$ cat src/rtl/twdog_pkg.sv
package twdog_pkg;
  typedef enum logic [1:0] {SEL_CSR_A, SEL_CSR_B, SEL_TBASE, SEL_NONE} reg_sel_e;

  localparam int unsigned WORD_CSR_A = 0;
  localparam int unsigned WORD_CSR_B = 1;
  localparam int unsigned WORD_TBASE = 2;

  localparam int unsigned BIT_EN_TWO = 0;
  localparam int unsigned BIT_EN_ONE = 1;
  localparam int unsigned BIT_STATE  = 2;
  localparam int unsigned BIT_RSTAT  = 3;

  function automatic reg_sel_e word_to_sel(input logic [29:0] word);
    case (word)
      30'(WORD_CSR_A): return SEL_CSR_A;
      30'(WORD_CSR_B): return SEL_CSR_B;
      30'(WORD_TBASE): return SEL_TBASE;
      default:         return SEL_NONE;
    endcase
  endfunction
endpackage

$ cat src/rtl/twdog_timebase.sv
module twdog_timebase #(
  parameter int TB_W = 32
) (
  input  logic            clk,
  input  logic            rst,
  output logic [TB_W-1:0] tbase
);
  always_ff @(posedge clk) begin
    if (rst) tbase <= '0;
    else     tbase <= tbase + 1'b1;
  end
endmodule

$ cat src/rtl/twdog_interval.sv
module twdog_interval #(
  parameter int INTERVAL_LOG2 = 10
) (
  input  logic clk,
  input  logic rst,
  input  logic armed,
  input  logic restart,
  output logic ovf
);
  logic [INTERVAL_LOG2-1:0] cnt;

  // a restart and a wrap in the same cycle: restart wins
  assign ovf = armed && !restart && (cnt == '1);

  always_ff @(posedge clk) begin
    if (rst || !armed || restart) cnt <= '0;
    else                          cnt <= cnt + 1'b1;
  end
endmodule

$ cat src/rtl/twdog_expiry.sv
module twdog_expiry (
  input  logic clk,
  input  logic rst,
  input  logic armed,
  input  logic ovf,
  input  logic kick,
  input  logic clr_rst_flag,
  output logic state_flag,
  output logic rst_flag,
  output logic irq,
  output logic rst_pulse
);
  logic second_ovf;
  assign second_ovf = ovf && state_flag;

  always_ff @(posedge clk) begin
    if (rst) begin
      state_flag <= 1'b0;
      rst_flag   <= 1'b0;
      irq        <= 1'b0;
      rst_pulse  <= 1'b0;
    end else begin
      rst_pulse <= second_ovf;
      irq       <= state_flag && armed;
      if (kick)     state_flag <= 1'b0;
      else if (ovf) state_flag <= 1'b1;
      if (second_ovf)        rst_flag <= 1'b1;
      else if (clr_rst_flag) rst_flag <= 1'b0;
    end
  end
endmodule

$ cat src/rtl/twdog_regs.sv
module twdog_regs
  import twdog_pkg::*;
#(
  parameter int ADDR_W = 4,
  parameter int TB_W   = 32
) (
  input  logic              clk,
  input  logic              rst,
  input  logic [ADDR_W-1:0] bus_addr,
  input  logic              bus_wr,
  input  logic [31:0]       bus_wdata,
  input  logic              state_flag,
  input  logic              rst_flag,
  input  logic [TB_W-1:0]   tbase,
  output logic              en_one,
  output logic              en_two,
  output logic              kick,
  output logic              clr_rst_flag,
  output logic [31:0]       bus_rdata
);
  logic [29:0] word_idx;
  reg_sel_e    sel;
  logic        wr_a, wr_b;
  logic [31:0] rd_next;
  logic        unused_bits;

  assign word_idx    = 30'(bus_addr[ADDR_W-1:2]);
  assign sel         = word_to_sel(word_idx);
  assign wr_a        = bus_wr && (sel == SEL_CSR_A);
  assign wr_b        = bus_wr && (sel == SEL_CSR_B);
  assign kick        = wr_a && bus_wdata[BIT_STATE];
  assign clr_rst_flag = wr_a && bus_wdata[BIT_RSTAT];
  assign unused_bits = ^{bus_wdata[31:4], bus_addr[1:0]};

  always_ff @(posedge clk) begin
    if (rst) begin
      en_one <= 1'b0;
      en_two <= 1'b0;
    end else begin
      if (wr_a) en_one <= bus_wdata[BIT_EN_ONE];
      if (wr_b) en_two <= bus_wdata[BIT_EN_TWO];
    end
  end

  always_comb begin
    rd_next = '0;
    case (sel)
      SEL_CSR_A: begin
        rd_next[BIT_RSTAT]  = rst_flag;
        rd_next[BIT_STATE]  = state_flag;
        rd_next[BIT_EN_ONE] = en_one;
        rd_next[BIT_EN_TWO] = en_two;
      end
      SEL_CSR_B: rd_next[BIT_EN_TWO] = en_two;
      SEL_TBASE: rd_next = 32'(tbase);
      default:   rd_next = '0;
    endcase
  end

  always_ff @(posedge clk) begin
    if (rst) bus_rdata <= '0;
    else     bus_rdata <= rd_next;
  end
endmodule

$ cat src/rtl/twostage_wdog.sv
module twostage_wdog #(
  parameter int ADDR_W        = 4,
  parameter int TB_W          = 32,
  parameter int INTERVAL_LOG2 = 10
) (
  input  logic              clk,
  input  logic              rst,
  input  logic [ADDR_W-1:0] bus_addr,
  input  logic              bus_wr,
  input  logic [31:0]       bus_wdata,
  output logic [31:0]       bus_rdata,
  output logic              wdog_irq,
  output logic              wdog_rst
);
  logic [TB_W-1:0] tbase;
  logic en_one, en_two, armed, kick, clr_rst_flag, ovf;
  logic state_flag, rst_flag;

  assign armed = en_one && en_two;

  twdog_timebase #(.TB_W(TB_W)) u_tbase (
    .clk(clk), .rst(rst), .tbase(tbase)
  );

  twdog_regs #(.ADDR_W(ADDR_W), .TB_W(TB_W)) u_regs (
    .clk(clk), .rst(rst), .bus_addr(bus_addr), .bus_wr(bus_wr),
    .bus_wdata(bus_wdata), .state_flag(state_flag), .rst_flag(rst_flag),
    .tbase(tbase), .en_one(en_one), .en_two(en_two), .kick(kick),
    .clr_rst_flag(clr_rst_flag), .bus_rdata(bus_rdata)
  );

  twdog_interval #(.INTERVAL_LOG2(INTERVAL_LOG2)) u_ivl (
    .clk(clk), .rst(rst), .armed(armed), .restart(kick), .ovf(ovf)
  );

  twdog_expiry u_exp (
    .clk(clk), .rst(rst), .armed(armed), .ovf(ovf), .kick(kick),
    .clr_rst_flag(clr_rst_flag), .state_flag(state_flag),
    .rst_flag(rst_flag), .irq(wdog_irq), .rst_pulse(wdog_rst)
  );
endmodule

$ cat config.mk
export PLATFORM = sky130hd
export DESIGN_NAME = twostage_wdog
export DESIGN_NICKNAME = d
export VERILOG_FILES = /design/src/rtl/twdog_pkg.sv /design/src/rtl/twdog_timebase.sv /design/src/rtl/twdog_interval.sv /design/src/rtl/twdog_expiry.sv /design/src/rtl/twdog_regs.sv /design/src/rtl/twostage_wdog.sv
export SDC_FILE = /design/constraint.sdc
export NUM_CORES = 1
export LEC_CHECK = 0
export CORE_UTILIZATION = 66
export DETAILED_ROUTE_END_ITERATION = 10
export DONT_BUFFER_PORTS = 1
export PLACE_DENSITY = 0.82
export SLEW_MARGIN = 20
export SYNTH_ARGS = -nofsm -noshare
export SYNTH_HDL_FRONTEND = slang
export SYNTH_HIERARCHICAL = 1
export SYNTH_SLANG_ARGS = --single-unit
$ cat constraint.sdc
create_clock -name clk -period 2.95 [get_ports clk]
set_input_delay 0.4425 -clock clk [delete_from_list [all_inputs] [get_ports clk]]
set_output_delay 0.4425 -clock clk [all_outputs]
set_load 0.02 [all_outputs]
==> flow_metrics.tcl, run 1 <==
set metrics [dict create \
    syn_to_final_growth_pct 5.468 \
    grt_pass1_vias 2005 \
    fin_tns_setup_ns 0 \
    die_h_um 70.42 \
    layout-drive-gt1-share 0.07911 \
    place_area_mm2 0.003059 \
    ir_worst_vdd_uv 471.1 \
    die-area_mm2 0.004958 \
    p_switching_w 0.0003776 \
    internal_power_w 0.001531 \
    fmax_mhz 433.5 \
    setup_viol 0 \
    cts_setup_buffers 0 \
    cp-end-kind "flop" \
    insertedDiodeCount 0 \
    dr_total_vias 2162 \
    netSwitchingFraction 0.1978 \
    seq_power_share 0.572 \
    pwr-share-clk 0.417 \
    synth_seq_area_share 0.5184 \
    combPwrFrac 0.011 \
    insertion_delay_ns 0.35 \
    design_area_mm2 0.003258 \
    nNetsFinal 352 \
    slew_viol_final 0 \
    clockBufferDepth 2 \
    clkTransAtPathRegs_ns 0.07 \
    rows 24 \
    die_x_um 70.42 \
    power.density_mw_per_mm2 585.8 \
    htreeDepth 3 \
    critical_path_class "flop to flop" \
    place_ws_ns 0.6839 \
    whs_ns 0.1587 \
    start_util 0.6998 \
    use_met1 0.2984 \
    min_path_type "primary input to flop" \
    worstMarginPinSlew_ns 0.8618 \
    synth_edf_count 0 \
    hold_violations 0 \
    yosysTopAreaCellShare 0.5184 \
    worstSetupStartpointType "flop" \
    core_mm2 0.004414 \
    drtIter0Drc 133 \
    antenna_left 0 \
    place_hpwl_mm 3.354 \
    ios 73 \
    crit_path_max_fanout 19 \
    grt_util_met2 0.3587 \
    cts_resized 0 \
    cts_num_sinks 80 \
    p_leak_nw 1.096 \
    synth_flop_cell "dfxtp_1" \
    netlist_area_mm2 0.003089 \
    synth.distinct_cells 37 \
    synth_warnings 6 \
    finalCriticalPeriod_ns 2.307 \
    cts_hold_buf 0 \
    status "finished clean" \
    syn-mean-instance-area_um2 9.838 \
    slew_headroom 0.4249 \
    post-route-period-util 0.7820 \
    cp_data_required_time_ns 3.19 \
    wire_per_inst_um 14.46 \
    busiest_layer "met2" \
    multi_input_area_mm2 0.001370 \
    drc 0 \
    syn_inst 314 \
    drt-vias-per-instance 5.875 \
    portBuffers 0 \
    fin_ws_ns 0.6430 \
    grt.overflow.total 0 \
    grt_start_max_net_pins 52 \
    arrival_ns 2.55 \
    maxCapViolCount 0 \
    seq_area_mm2 0.001602 \
    yosysTopAreaCell "dfxtp_1" \
    async_flop_share 0 \
    routabilityCongestion 0.7294 \
    ys_top_cells_by_count "dfxtp_1 (80), and2_1 (32), a21oi_1 (23)" \
    synth_nets 355 \
    synth.most_common_cell "dfxtp_1" \
    dr.pass1.iters 4 \
    fillers 336 \
    skew_ns 0.005822 \
    ys_ff_latch 80 \
    use_met3 0.07071 \
    grt_pass1_wl_mm 9.052 \
    synth_area_leaders "dfxtp_1 (52%), and2_1 (6.5%), a21oi_1 (3.7%)" \
    antenna_found_initial 0 \
    cts_tree "done" \
    track_usage 0.2351 \
    cts_buffers 9 \
    drt-total-wl_mm 5.320 \
    rsz0062_at_grt "no" \
    cts_root_buf "clkbuf_8" \
]
-- stage by stage --
| stage | utilization | total power, W | instances |
|---|---|---|---|
| final | 0.7381 | 0.001909 | 368 |
| after global routing | 0.7381 | 0.001970 | 368 |
| after CTS | 0.7381 | 0.001919 | 368 |
| after detailed placement | 0.6930 | 0.001138 | 352 |
| after global placement | 0.6930 | 0.001137 | 352 |
| after floorplan | - | 0.001145 | 314 |
-- layout by cell type (no fill, tap or decap), drive strengths merged, types with 6 or more instances in the layout --
cell     n
xnor2    6
clkbuf  13
inv      6
xor2     6
or4     15
nor3     8
nand3   13
a21oi   23
and2    32
nor2    19
nand2b   6
nand4    7
o31ai   13
dfxtp   80
or3      8
o21ai    8
nand2   14
-- cell families after synthesis --
kind of cell / after synthesis / share of synthesized area
DFF: 80 / 0.5184
and+or+nand+nor: 145 / 0.2839
AOI/OAI and AO/OA: 46 / 0.08667
xor gates and xnor gates: 12 / 0.03402
adders and majority gates: 2 / 0.008099
buffers and inverters: 20 / 0.03807
muxes: 9 / 0.03078
-- power by group through the flow --
stage	Combinational (W)	Clock [W]	Sequential [W]
5_1_grt	0.0000247	0.000854	0.00109
4_1_cts	0.0000214	0.000806	0.00109
3_3_place_gp	0.0000205	0	0.00112
2_1_floorplan	0.0000303	0	0.00112
3_5_place_dp	0.0000212	0	0.00112
6_report	0.0000215	0.000795	0.00109
-- routing by layer --
layer / up-vias / share of wire
met1: 1002 / 0.48
met4: 0 / 0.029
met2: 46 / 0.47
li1: 1100 / -
met3: 14 / 0.028
met5: - / 0
-- sequential cells by signal, summed over array words and instances (netlist names) --
name and count:
u_exp/rst_pulse 1, u_regs/en_one 1, u_exp/irq 1, u_ivl/cnt 10, u_tbase/tbase 32, u_regs/bus_rdata 32
u_exp/rst_flag 1, u_regs/en_two 1, u_exp/state_flag 1
-- final timing paths --
| kind | startpoint | to | slack [ns] | cells past startpoint |
|---|---|---|---|---|
| worst max-delay path | u_tbase/tbase[0] | u_tbase/tbase[31] | 0.64 | 4 |
| worst min-delay path | rst | u_exp/rst_flag | 0.16 | 1 |
| worst max register to register | u_tbase/tbase[0] | u_tbase/tbase[31] | 0.64 | 4 |
| worst min register to register | u_ivl/cnt[0] | u_ivl/cnt[0] | 0.47 | 1 |
-- final cells by class --
class                           count  area share
Sequential cell                    80      0.4916
Multi-Input combinational cell    214      0.4205
Clock buffer                       13     0.04877
Tap cell                           52     0.01997
Clock inverter                      3     0.01229
Inverter                            6    0.006912
-- worst max-delay path, cell delays in order (launching register included) --
cell     delay (ns)
dfxtp_1        0.41
nand2_1        0.17
or4_1          0.84
nor4_1         0.41
mux2_2         0.37
(Power assumes the default switching activity.)
==> run 2: changes to the inputs <==
--- a/config.mk
+++ b/config.mk
@@ -5,10 +5,10 @@
 export SDC_FILE = /design/constraint.sdc
 export NUM_CORES = 1
 export LEC_CHECK = 0
-export CORE_UTILIZATION = 66
+export CORE_UTILIZATION = 56
 export DETAILED_ROUTE_END_ITERATION = 10
 export DONT_BUFFER_PORTS = 1
-export PLACE_DENSITY = 0.82
+export PLACE_DENSITY = 0.74
 export SLEW_MARGIN = 20
 export SYNTH_ARGS = -nofsm -noshare
 export SYNTH_HDL_FRONTEND = slang
==> constraint.sdc (replaced) <==
create_clock -name clk -period 2.1 [get_ports clk]
set_input_delay 0.315 -clock clk [delete_from_list [all_inputs] [get_ports clk]]
set_output_delay 0.315 -clock clk [all_outputs]
set_load 0.02 [all_outputs]
==> flow_metrics.tcl, run 2 (synthesis results as in run 1) <==
set metrics [dict create \
    status "finished clean" \
    setup_viol 0 \
    cp_data_required_time_ns 2.34 \
    nNetsFinal 368 \
    syn_to_final_growth_pct 10.77 \
    grt_start_max_net_pins 52 \
    arrival_ns 2.26 \
    htreeDepth 3 \
    slew_viol_final 0 \
    portBuffers 0 \
    drc 0 \
    finalCriticalPeriod_ns 2.019 \
    layout-drive-gt1-share 0.1446 \
    place_hpwl_mm 3.521 \
    final_cell_mix "dfxtp_1 (77), and2_1 (32), a21oi_1 (23)" \
    design_area_mm2 0.003422 \
    whs_path_depth 1 \
    die_x_um 76.27 \
    cp-end-kind "flop" \
    fmax_mhz 495.4 \
    p_leak_nw 1.178 \
    die_h_um 76.27 \
    grt.overflow.total 0 \
    routabilityCongestion 0.7437 \
    dr.pass1.iters 4 \
    start_util 0.5935 \
    fin_cells 402 \
    insertedDiodeCount 0 \
    core_mm2 0.005205 \
    hold_violations 0 \
    clockBufferDepth 2 \
    grt_pass1_wl_mm 9.528 \
    startpoint "u_tbase/tbase[7]" \
    worstMarginPinSlew_ns 0.4208 \
    post-route-period-util 0.9613 \
    grt_pass1_vias 2114 \
    maxCapViolCount 0 \
    track_usage 0.2117 \
    rr_endpoint "u_tbase/tbase[21]" \
    cts_root_buf "clkbuf_8" \
    rsz0062_at_grt "no" \
    place_inst 386 \
    critical_path_class "flop to flop" \
    r2r_slack_ns 0.08 \
    dr_total_vias 2248 \
    clkTransAtPathRegs_ns 0.08 \
    antenna_found_initial 0 \
    wire_per_inst_um 13.70 \
    cts_buffers 9 \
    r2r_start "u_tbase/tbase[7]" \
    drtIter0Drc 134 \
    antenna_left 0 \
    final_common_cell "dfxtp_1" \
    reg2regPathDepth 5 \
    crit_path_max_fanout 19 \
    insertion_delay_ns 0.35 \
    drt-vias-per-instance 5.592 \
    cts_num_sinks 80 \
    die-area_mm2 0.005817 \
    crit_path_end "u_tbase/tbase[21]" \
    cts_tree "done" \
    rows 26 \
    min_path_type "primary input to flop" \
    power.density_mw_per_mm2 787.8 \
    ios 73 \
    skew_ns 0.006675 \
    place_area_mm2 0.003202 \
    slew_headroom 0.7192 \
    fin_tns_setup_ns 0 \
    ir_worst_vdd_uv 411.4 \
    drt-total-wl_mm 5.507 \
    worstSetupStartpointType "flop" \
    reg_top3 "u_regs/bus_rdata (32), u_tbase/tbase (32), u_ivl/cnt (10)" \
]
[run 2: cell count changes in the layout (fill, tap and decap cells not counted)]
cell / change
ha_1: -1
dfxtp_2: +3
or3b_1: -1
or3b_4: +1
nor4_1: -2
buf_4: +16
nor4_2: +2
dfxtp_1: -3
ha_2: +1
[run 2: power breakdown]
| part | switching, W | internal (W) |
|---|---|---|
| sequential | 0.00000743 | 0.00152 |
| combinational | 0.0000177 | 0.0000244 |
| clock | 0.000511 | 0.000611 |
| total | 0.000536 | 0.00216 |
[run 2: timing repair]
item / CTS / global route
setup endpoints to repair: 1 / 8
buffers inserted: 0 / 0
resized for setup: 1 / 6
hold endpoints to repair: 0 / 0
hold buffers: 0 / 0
pin swaps: 0 / 1
[run 2: per-stage QoR]
stage	hold slack (ns)	util	total power, W	setup WS, ns
final	0.03433	0.6575	0.002696	0.08133
after floorplan	0.3841	-	0.001609	0.1149
after detailed placement	0.3878	0.6151	0.001608	0.006575
after CTS	0.01201	0.6546	0.002729	0.03724
after global routing	0.004899	0.6575	0.002801	0.004150
after global placement	0.3869	0.6151	0.001607	0.07319
[run 2: cell type report]
type                            instances  area [um2]
Timing Repair Buffer                   16       120.1
Sequential cell                        80        1605
Multi-Input combinational cell        214        1388
Inverter                                6       22.52
Clock inverter                          3       40.04
Clock buffer                           13       158.9
Tap cell                               70       87.58
Fill cell                             430        1783
[run 2: worst min path at each step]
stage               start          endpoint  slack (ns)
CTS                   rst  u_tbase/tbase[0]        0.01
detailed placement    rst  u_tbase/tbase[0]        0.39
global route          rst  u_tbase/tbase[0]       0.005
finish                rst  u_tbase/tbase[0]        0.03
global placement      rst  u_tbase/tbase[0]        0.39
floorplan             rst    u_exp/rst_flag        0.38
[run 2: metal layers]
layer  global-route usage  up-vias  wire length, um
met5                    0        -                0
met4              0.09808        0              115
met3              0.08263       12              334
met2               0.3414       57             2669
met1               0.2471     1048             2389
li1                     -     1131                -
[run 2: worst max-delay path, stage by stage, from the launching register on]
cell	delay, ns
dfxtp_1	0.39
nand4_1	0.16
or4_1	0.43
buf_4	0.22
nor4_1	0.34
mux2_2	0.37
==> run 3: changes to the inputs <==
--- a/config.mk
+++ b/config.mk
@@ -5,6 +5,7 @@
 export SDC_FILE = /design/constraint.sdc
 export NUM_CORES = 1
 export LEC_CHECK = 0
+export CORE_MARGIN = 5
 export CORE_UTILIZATION = 56
 export DETAILED_ROUTE_END_ITERATION = 10
 export DONT_BUFFER_PORTS = 1
==> flow_metrics.tcl, run 3 (synthesis results as in run 1) <==
set metrics [dict create \
    drtIter0Drc 90 \
    die-area_mm2 0.007101 \
    grt_pass1_vias 2132 \
    slew_viol_final 0 \
    place_inst 388 \
    ir_worst_vdd_uv 372.4 \
    grt.overflow.total 0 \
    fmax_mhz 485.6 \
    antenna_left 0 \
    cts_tree "done" \
    power.density_mw_per_mm2 752.9 \
    critical_path_class "flop to flop" \
    hold_violations 0 \
    syn_to_final_growth_pct 11.42 \
    fin_util 0.6329 \
    finalCriticalPeriod_ns 2.059 \
    status "finished clean" \
    whs_ns 0.04638 \
    rows 27 \
    rsz0062_at_grt "no" \
    place_hpwl_mm 3.657 \
    cts_buffers 9 \
    antenna_found_initial 0 \
    maxCapViolCount 0 \
    start_util 0.5680 \
    cts_num_sinks 80 \
    min_path_type "primary input to flop" \
    grt_start_max_net_pins 52 \
    slew_headroom 0.7529 \
    crit_path_max_fanout 19 \
    dr_total_vias 2233 \
    reg_top3 "u_regs/bus_rdata (32), u_tbase/tbase (32), u_ivl/cnt (10)" \
    insertion_delay_ns 0.33 \
    place_ws_ns -0.03017 \
    core_mm2 0.005439 \
    setup_viol 0 \
    drc 0 \
    portBuffers 0 \
    track_usage 0.1591 \
    final_cell_mix "dfxtp_1 (80), and2_1 (32), a21oi_1 (23)" \
    clkTransAtPathRegs_ns 0.07 \
    skew_ns 0.005439 \
    die_x_um 84.27 \
    fin_ws_ns 0.04059 \
    wire_per_inst_um 13.32 \
    insertedDiodeCount 0 \
    cp-end-kind "flop" \
    post-route-period-util 0.9807 \
    finalPower_w 0.002592 \
    clockBufferDepth 2 \
    drt-vias-per-instance 5.486 \
    routabilityCongestion 0.8355 \
    cp_data_required_time_ns 2.32 \
    reg2regPathDepth 5 \
    fin_cells 407 \
    final_common_cell "dfxtp_1" \
    layout-drive-gt1-share 0.1463 \
    grt_pass1_wl_mm 9.204 \
    ios 73 \
    die_h_um 84.27 \
    whs_path_depth 1 \
    worstSetupStartpointType "flop" \
    dr.pass1.iters 4 \
    p_leak_nw 1.196 \
    worstMarginPinSlew_ns 0.3699 \
    drt-total-wl_mm 5.420 \
    arrival_ns 2.28 \
    nNetsFinal 371 \
    cts_root_buf "clkbuf_8" \
    htreeDepth 3 \
]
[run 3: worst max-delay path, cell delays in order (launching register included)]
cell	delay [ns]
dfxtp_1	0.38
nand2_1	0.10
or4_1	0.56
buf_12	0.18
nor4_1	0.35
mux2_2	0.37
[run 3: path summary, 6_finish.rpt]
kind / startpoint / to / slack [ns]
max reg2reg: u_tbase/tbase[1] / u_tbase/tbase[21] / 0.04
min reg2reg: u_ivl/cnt[0] / u_ivl/cnt[0] / 0.46
max: u_tbase/tbase[1] / u_tbase/tbase[21] / 0.04
min: bus_addr[2] / u_regs/bus_rdata[3] / 0.05
[run 3: timing repair]
item / 4_1_cts / 5_1_grt
gates cloned: 0 / 0
setup buffers: 0 / 3
endpoints found under the setup margin: 3 / 8
gates resized for setup: 2 / 2
hold buffers: 0 / 0
pin swaps: 0 / 2
[run 3: layout make-up]
class	count	area, um2
fill	463	1997
sequential	80	1602
multi-input combinational	214	1389
clock buffer	13	168.9
timing repair buffer	19	155.1
tap	72	90.09
inverter	6	22.52
clock inverter	3	15.01
[run 3: routing by layer]
layer	vias to the layer above	wire, um	track usage
met2	51	2619	0.2676
met1	1037	2373	0.1773
met5	-	0	0
li1	1136	-	-
met3	9	323	0.04612
met4	0	103	0.09649
[run 3: power breakdown]
part / switching [W] / internal [W] / leakage, nW / total [W]
combinational: 0.0000164 / 0.0000219 / 0.452 / 0.0000383
sequential: 0.00000798 / 0.00152 / 0.645 / 0.00153
clock: 0.000501 / 0.000521 / 0.0992 / 0.00102
[run 3: metrics by stage]
stage | setup TNS, ns | area [um2]
4_1_cts | 0 | 3411
3_5_place_dp | -0.07696 | 3217
3_3_place_gp | 0 | 3217
5_1_grt | 0 | 3442
6_report | 0 | 3442
2_1_floorplan | 0 | 3089
